==> src/rtl/lnx_pkg.sv <==
package lnx_pkg;

  // Operation codes presented on op_i.
  typedef enum logic [3:0] {
    OP_NAR_S   = 4'd0,
    OP_NAR_U   = 4'd1,
    OP_WLO_S   = 4'd2,
    OP_WLO_U   = 4'd3,
    OP_WHI_S   = 4'd4,
    OP_WHI_U   = 4'd5,
    OP_SGNMASK = 4'd6,
    OP_ANYSET  = 4'd7,
    OP_ALLSET  = 4'd8
  } lnx_op_e;

  // Number of lane size codes (8 << code bits).
  localparam int LNX_NSZ     = 4;
  // Size codes that narrowing accepts (source width).
  localparam int LNX_NAR_LO  = 1;
  localparam int LNX_NAR_HI  = 2;
  // Largest size code that widening accepts (source width).
  localparam int LNX_WID_HI  = 2;

  function automatic logic is_narrow(lnx_op_e op);
    return (op == OP_NAR_S) || (op == OP_NAR_U);
  endfunction

  function automatic logic is_widen(lnx_op_e op);
    return (op == OP_WLO_S) || (op == OP_WLO_U) ||
           (op == OP_WHI_S) || (op == OP_WHI_U);
  endfunction

endpackage

==> src/rtl/lnx_narrow.sv <==
// Packs two vectors of SRC_W-bit lanes into one vector of SRC_W/2-bit
// lanes with saturation; sources are always read as signed.
module lnx_narrow #(
  parameter int VEC_W = 128,
  parameter int SRC_W = 16
) (
  input  logic [VEC_W-1:0] a_i,
  input  logic [VEC_W-1:0] b_i,
  input  logic             uns_i,
  output logic [VEC_W-1:0] y_o
);
  localparam int N = VEC_W / SRC_W;
  localparam int D = SRC_W / 2;

  for (genvar i = 0; i < 2 * N; i++) begin : g_lane
    logic [SRC_W-1:0] src;
    logic [D-1:0]     sat;
    logic             fits_s;
    logic             fits_u;
    logic             neg;

    if (i < N) begin : g_from_a
      assign src = a_i[i*SRC_W +: SRC_W];
    end else begin : g_from_b
      assign src = b_i[(i-N)*SRC_W +: SRC_W];
    end

    assign neg    = src[SRC_W-1];
    // Signed fit: bits above the new sign bit all copy the sign.
    assign fits_s = (src[SRC_W-1:D-1] == {(D+1){neg}});
    // Unsigned fit: no bits set above the narrow width.
    assign fits_u = (src[SRC_W-1:D] == '0);

    always_comb begin
      if (uns_i) begin
        if (fits_u)   sat = src[D-1:0];
        else if (neg) sat = '0;
        else          sat = '1;
      end else begin
        if (fits_s)   sat = src[D-1:0];
        else if (neg) sat = {1'b1, {(D-1){1'b0}}};
        else          sat = {1'b0, {(D-1){1'b1}}};
      end
    end

    assign y_o[i*D +: D] = sat;
  end

endmodule

==> src/rtl/lnx_widen.sv <==
// Widens the low or high half of the SRC_W-bit lanes to 2*SRC_W bits.
module lnx_widen #(
  parameter int VEC_W = 128,
  parameter int SRC_W = 8
) (
  input  logic [VEC_W-1:0] v_i,
  input  logic             hi_i,
  input  logic             uns_i,
  output logic [VEC_W-1:0] y_o
);
  localparam int DST_W = 2 * SRC_W;
  localparam int N     = VEC_W / DST_W;

  for (genvar i = 0; i < N; i++) begin : g_lane
    logic [SRC_W-1:0] lo_src;
    logic [SRC_W-1:0] hi_src;
    logic [SRC_W-1:0] src;
    logic             fill;

    assign lo_src = v_i[i*SRC_W +: SRC_W];
    assign hi_src = v_i[(i+N)*SRC_W +: SRC_W];
    assign src    = hi_i ? hi_src : lo_src;
    assign fill   = ~uns_i & src[SRC_W-1];
    assign y_o[i*DST_W +: DST_W] = {{SRC_W{fill}}, src};
  end

endmodule

==> src/rtl/lnx_reduce.sv <==
// Collapses a vector into a sign mask and two flags for each lane size.
module lnx_reduce #(
  parameter int VEC_W = 128,
  parameter int SC_W  = 32,
  parameter int NSZ   = 4
) (
  input  logic [VEC_W-1:0]       v_i,
  input  logic [$clog2(NSZ)-1:0] sz_i,
  output logic [SC_W-1:0]        mask_o,
  output logic                   all_o,
  output logic                   any_o
);
  logic [SC_W-1:0] mask_g [NSZ];
  logic            all_g  [NSZ];

  for (genvar g = 0; g < NSZ; g++) begin : g_sz
    localparam int LW = 8 << g;
    localparam int N  = VEC_W / LW;
    logic [N-1:0] msb;
    logic [N-1:0] nz;

    for (genvar i = 0; i < N; i++) begin : g_lane
      assign msb[i] = v_i[i*LW + LW - 1];
      assign nz[i]  = |v_i[i*LW +: LW];
    end

    assign mask_g[g] = SC_W'(msb);
    assign all_g[g]  = &nz;
  end

  assign mask_o = mask_g[sz_i];
  assign all_o  = all_g[sz_i];
  assign any_o  = |v_i;

endmodule

==> src/rtl/lnx_unit.sv <==
// Lane narrow, widen and reduce unit with a registered result.
module lnx_unit
  import lnx_pkg::*;
#(
  parameter int VEC_W = 128,
  parameter int SC_W  = 32
) (
  input  logic             clk,
  input  logic             rst_n,
  input  logic             in_valid_i,
  input  logic [3:0]       op_i,
  input  logic [1:0]       size_i,
  input  logic [VEC_W-1:0] vec_a_i,
  input  logic [VEC_W-1:0] vec_b_i,
  output logic             out_valid_o,
  output logic [VEC_W-1:0] vec_o,
  output logic [SC_W-1:0]  scalar_o
);
  // Reset: asserted asynchronously, released after two clock edges.
  logic [1:0] rst_pipe_q;
  logic       rst_sync_n;

  always_ff @(posedge clk or negedge rst_n) begin
    if (!rst_n) rst_pipe_q <= '0;
    else        rst_pipe_q <= {rst_pipe_q[0], 1'b1};
  end
  assign rst_sync_n = rst_pipe_q[1];

  // Operation decode.
  lnx_op_e op_e;
  logic    nar_uns;
  logic    wid_uns;
  logic    wid_hi;

  assign op_e    = lnx_op_e'(op_i);
  assign nar_uns = (op_e == OP_NAR_U);
  assign wid_uns = (op_e == OP_WLO_U) || (op_e == OP_WHI_U);
  assign wid_hi  = (op_e == OP_WHI_S) || (op_e == OP_WHI_U);

  // One datapath variant per size code; unsupported codes yield zero.
  logic [VEC_W-1:0] nar_y [LNX_NSZ];
  logic [VEC_W-1:0] wid_y [LNX_NSZ];

  for (genvar g = 0; g < LNX_NSZ; g++) begin : g_sz
    localparam int LW = 8 << g;

    if (g >= LNX_NAR_LO && g <= LNX_NAR_HI) begin : g_nar
      lnx_narrow #(.VEC_W(VEC_W), .SRC_W(LW)) i_narrow (
        .a_i   (vec_a_i),
        .b_i   (vec_b_i),
        .uns_i (nar_uns),
        .y_o   (nar_y[g])
      );
    end else begin : g_nar_none
      assign nar_y[g] = '0;
    end

    if (g <= LNX_WID_HI) begin : g_wid
      lnx_widen #(.VEC_W(VEC_W), .SRC_W(LW)) i_widen (
        .v_i   (vec_a_i),
        .hi_i  (wid_hi),
        .uns_i (wid_uns),
        .y_o   (wid_y[g])
      );
    end else begin : g_wid_none
      assign wid_y[g] = '0;
    end
  end

  logic [SC_W-1:0] red_mask;
  logic            red_all;
  logic            red_any;

  lnx_reduce #(.VEC_W(VEC_W), .SC_W(SC_W), .NSZ(LNX_NSZ)) i_reduce (
    .v_i    (vec_a_i),
    .sz_i   (size_i),
    .mask_o (red_mask),
    .all_o  (red_all),
    .any_o  (red_any)
  );

  // Result select.
  logic [VEC_W-1:0] vec_d;
  logic [SC_W-1:0]  sc_d;

  always_comb begin
    vec_d = '0;
    sc_d  = '0;
    if (is_narrow(op_e)) begin
      vec_d = nar_y[size_i];
    end else if (is_widen(op_e)) begin
      vec_d = wid_y[size_i];
    end else begin
      case (op_e)
        OP_SGNMASK: sc_d = red_mask;
        OP_ANYSET:  sc_d = SC_W'(red_any);
        OP_ALLSET:  sc_d = SC_W'(red_all);
        default:    sc_d = '0;
      endcase
    end
  end

  // Next state with explicit clock enable.
  logic             valid_q, valid_n;
  logic [VEC_W-1:0] vec_q,   vec_n;
  logic [SC_W-1:0]  sc_q,    sc_n;

  always_comb begin
    valid_n = in_valid_i;
    vec_n   = vec_q;
    sc_n    = sc_q;
    if (in_valid_i) begin
      vec_n = vec_d;
      sc_n  = sc_d;
    end
  end

  always_ff @(posedge clk or negedge rst_sync_n) begin
    if (!rst_sync_n) begin
      valid_q <= 1'b0;
      vec_q   <= '0;
      sc_q    <= '0;
    end else begin
      valid_q <= valid_n;
      vec_q   <= vec_n;
      sc_q    <= sc_n;
    end
  end

  assign out_valid_o = valid_q;
  assign vec_o       = vec_q;
  assign scalar_o    = sc_q;

endmodule

==> config.mk <==
export PLATFORM = sky130hd
export DESIGN_NAME = lnx_unit
export DESIGN_NICKNAME = d
export VERILOG_FILES = /design/src/rtl/lnx_pkg.sv /design/src/rtl/lnx_narrow.sv /design/src/rtl/lnx_widen.sv /design/src/rtl/lnx_reduce.sv /design/src/rtl/lnx_unit.sv
export SDC_FILE = /design/constraint.sdc
export NUM_CORES = 1
export LEC_CHECK = 0
export ABC_AREA = 1
export CAP_MARGIN = 10
export CORE_MARGIN = 4
export CORE_UTILIZATION = 31
export DETAILED_ROUTE_END_ITERATION = 16
export DONT_BUFFER_PORTS = 1
export SETUP_SLACK_MARGIN = 0.4
export SKIP_LAST_GASP = 1
export SLEW_MARGIN = 20
export SYNTH_ARGS = -nofsm -noshare
export SYNTH_HDL_FRONTEND = slang
export SYNTH_SLANG_ARGS = --single-unit
export TNS_END_PERCENT = 30
==> constraint.sdc <==
create_clock -name clk -period 6.25 [get_ports clk]
set_input_delay 1.25 -clock clk [delete_from_list [all_inputs] [get_ports clk]]
set_output_delay 1.25 -clock clk [all_outputs]
set_load 0.1 [all_outputs]
==> run metrics <==
Via density=5.472; Area Growth Syn to Fin=4.579%; ANT nets after route=0; worst slew pin tran=~1.1 ns; CTS tree=done; total core area=60810 sq um; final hold violation count=0; synthesized instance count=3679; #FFs+latches synth=147; Switching Share=roughly half; RSZ-0062 raised after global routing=false; Power Density=between 150 and 200 nW/um^2; htree depth=4; Initial DRC Count=around 2400; die area=66010 sq um; Post-Route Skew=0.008509 ns; Clock Pin Slew Worst Setup and Hold Paths=0.07 ns; Cell Rows=90; hold_buf cts=0; first-pass GRT wire length=around 130 mm; Max VDD drop=0.2069 mV; cell chosen for the clock root=clkbuf_16; Worst-Skew Late Latency=0.49 ns; final wirelength=around 88 mm; TritonCTS Sinks=147; CP Data Arrival Time=between 3 and 4 ns; Synth Warn #=0; Gate power share=between 20% and 30%; total net switching power=around 1.9 mW; vias in the first global route=21090; Setup CP Type=in2reg; Min-Delay Path Class=reg2async; post-DP HPWL=66.31 mm; die height=around 260 um; remaining routing DRC violations=0; drt first pass iters=6; # Max-Cap Violations=0; final period utilization=between 50% and 60%; startpoint class of the critical path=primary input; CTS Buffer Depth=2; Pint=1.863 mW; Slew Viols, Final=0; leakage=about 10 nW; hold slack final=0.3034 ns; register area share after synthesis=around a fifth; Worst EP required=roughly 6.7 ns; share of layout cells above drive strength 1=3.904%; Post-Route Utilization=33.04%; Syn Area/Cell=5.221 sq um; outcome=finished clean; drt wl/cell=20.43 um; IO buf count=0; overall global routing resource usage=approximately 26%; Die Width=256.9 um; Overflow after GRT=0; Setup-failing EPs final=0; vias=23640; CTS resizes=0; Worst Path Max Fanout=32; Netlist Area Pre-Place=19210 sq um; clock share of power=29.1%; Seq pwr share=47.6%; TNS Setup=0 ns; Initial Util=31.59%; Power, Total=3.729 mW; post-route minimum period=3.543 ns; Setup crit end kind=flip-flop; Inserted Clock Buffers=17; num ports=426; relative slew slack=24.54%; gpl congestion=between 0.9 and 1; initial antenna violation count=2; f_max=0.2823 GHz; Synth cell types=45; fin nets=between 3000 and 4000; largest net degree at the start of global routing=roughly 170; setup repair bufs after CTS=0
[path summary, 6_finish.rpt]
check,from,end,slack (ns),cells past startpoint
worst min-delay path,rst_pipe_q[1]$_DFF_PN0_,vec_o[127]$_DFFE_PN0P_,0.30,0
min in group clk,rst_pipe_q[0]$_DFF_PN0_,rst_pipe_q[1]$_DFF_PN0_,0.35,0
worst max-delay path,op_i[2],vec_o[9]$_DFFE_PN0P_,2.71,12
worst min register to register,rst_pipe_q[1]$_DFF_PN0_,vec_o[127]$_DFFE_PN0P_,0.30,0
worst max register to register,rst_pipe_q[1]$_DFF_PN0_,vec_o[62]$_DFFE_PN0P_,4.73,1
max in group asynchronous,rst_pipe_q[1]$_DFF_PN0_,vec_o[62]$_DFFE_PN0P_,4.73,1
[through the flow]
step / std cells / worst slack (ns) / instance area, sq um
after floorplan: 3694 / 1.851 / 19270
after detailed placement: 4285 / 2.251 / 19490
after global placement: 4285 / 2.332 / 19490
final: 4319 / 2.707 / 20090
after global routing: 4319 / 2.447 / 20090
after CTS: 4317 / 2.797 / 20080
[sequential cells by signal, summed over array words and instances, names as in the netlist]
register and count:
vec_o 128, scalar_o 16, out_valid_o 1, rst_pipe_q 2
[kinds of logic after synthesis]
group,Yosys count,synth area share (%)
compound gates,652,18.09
fa+ha+maj,16,1.042
buf+inv,559,11.78
flops,147,19.15
other cells,2,0.03909
simple gates,2303,49.89
[worst max-delay path, stage by stage]
cell and delay (ns):
inv_2 0.03, nor2_4 0.14, nand2_4 0.20, nand2_1 0.55, inv_2 0.12, nor2_4 0.56, inv_1 0.31, o22ai_2 0.37
inv_2 0.08, nor2_1 0.09, nor2_1 0.05, a21oi_1 0.18
[cells in the final DEF, fill, tap and decap left out, drive strengths merged, types with 8 or more instances in the layout]
master / instances
clkbuf: 17
o211ai: 10
a31oi: 20
nand3b: 9
nand2: 1427
o2111ai: 8
ha: 16
nor2: 416
conb: 17
inv: 351
o22ai: 8
o21ai: 321
dfrtp: 147
buf: 19
nand4: 93
nand3: 307
nor3: 36
a21oi: 271
[Yosys cell counts, drive strengths merged]
cell type	instances	area (sq um)
a21oi	271	1386
a31oi	20	125.1
o211ai	10	75.07
and2	5	31.28
a22o	1	8.760
inv	342	1284
dfrtp	147	3679
a22oi	4	30.03
nor4	4	76.32
buf	102	548.0
a221oi	1	8.760
clkinv	7	26.28
nand3b	9	67.56
o21ai	321	1655
o21bai	7	52.55
conb	2	7.510
nand2	1427	5394
nor3	36	202.7
clkbuf	108	405.4
ha	16	200.2
nor2	416	1622
nand4	93	581.8
nand3	307	1551
or2	2	12.52
o2111ai	8	70.07
o22ai	8	56.30
nor3b	4	45.05
o31ai	1	7.510
[metal layers]
metal | GRT usage [%] | part of all wire, % | vias to the layer above
met1 | 32.98 | 40 | 10770
met5 | 0 | 0 | -
met4 | 10.91 | 5.0 | 0
li1 | - | - | 11500
met2 | 38.75 | 43 | 1166
met3 | 9.479 | 12 | 199
[power groups by stage]
stage                     clock [mW]  sequential [mW]  combinational (mW)
after floorplan                    0             1.73               0.688
after global placement             0             1.80               0.850
after detailed placement           0             1.80               0.856
after CTS                       1.13             1.78               0.860
after global routing            1.16             1.79               0.980
final                           1.09             1.78               0.868
[final cells by class]
type / count / area [sq um]
diodes: 2 / 5.005
clock buffers: 17 / 425.4
clock inverters: 15 / 167.7
fillers: 7060 / 40720
inverters: 349 / 1316
multi-input cells: 2988 / 13350
flip-flops and latches: 147 / 3682
well taps: 782 / 978.4
repair buffers: 19 / 167.7
Note: power is estimated with default switching activity, not from simulation.
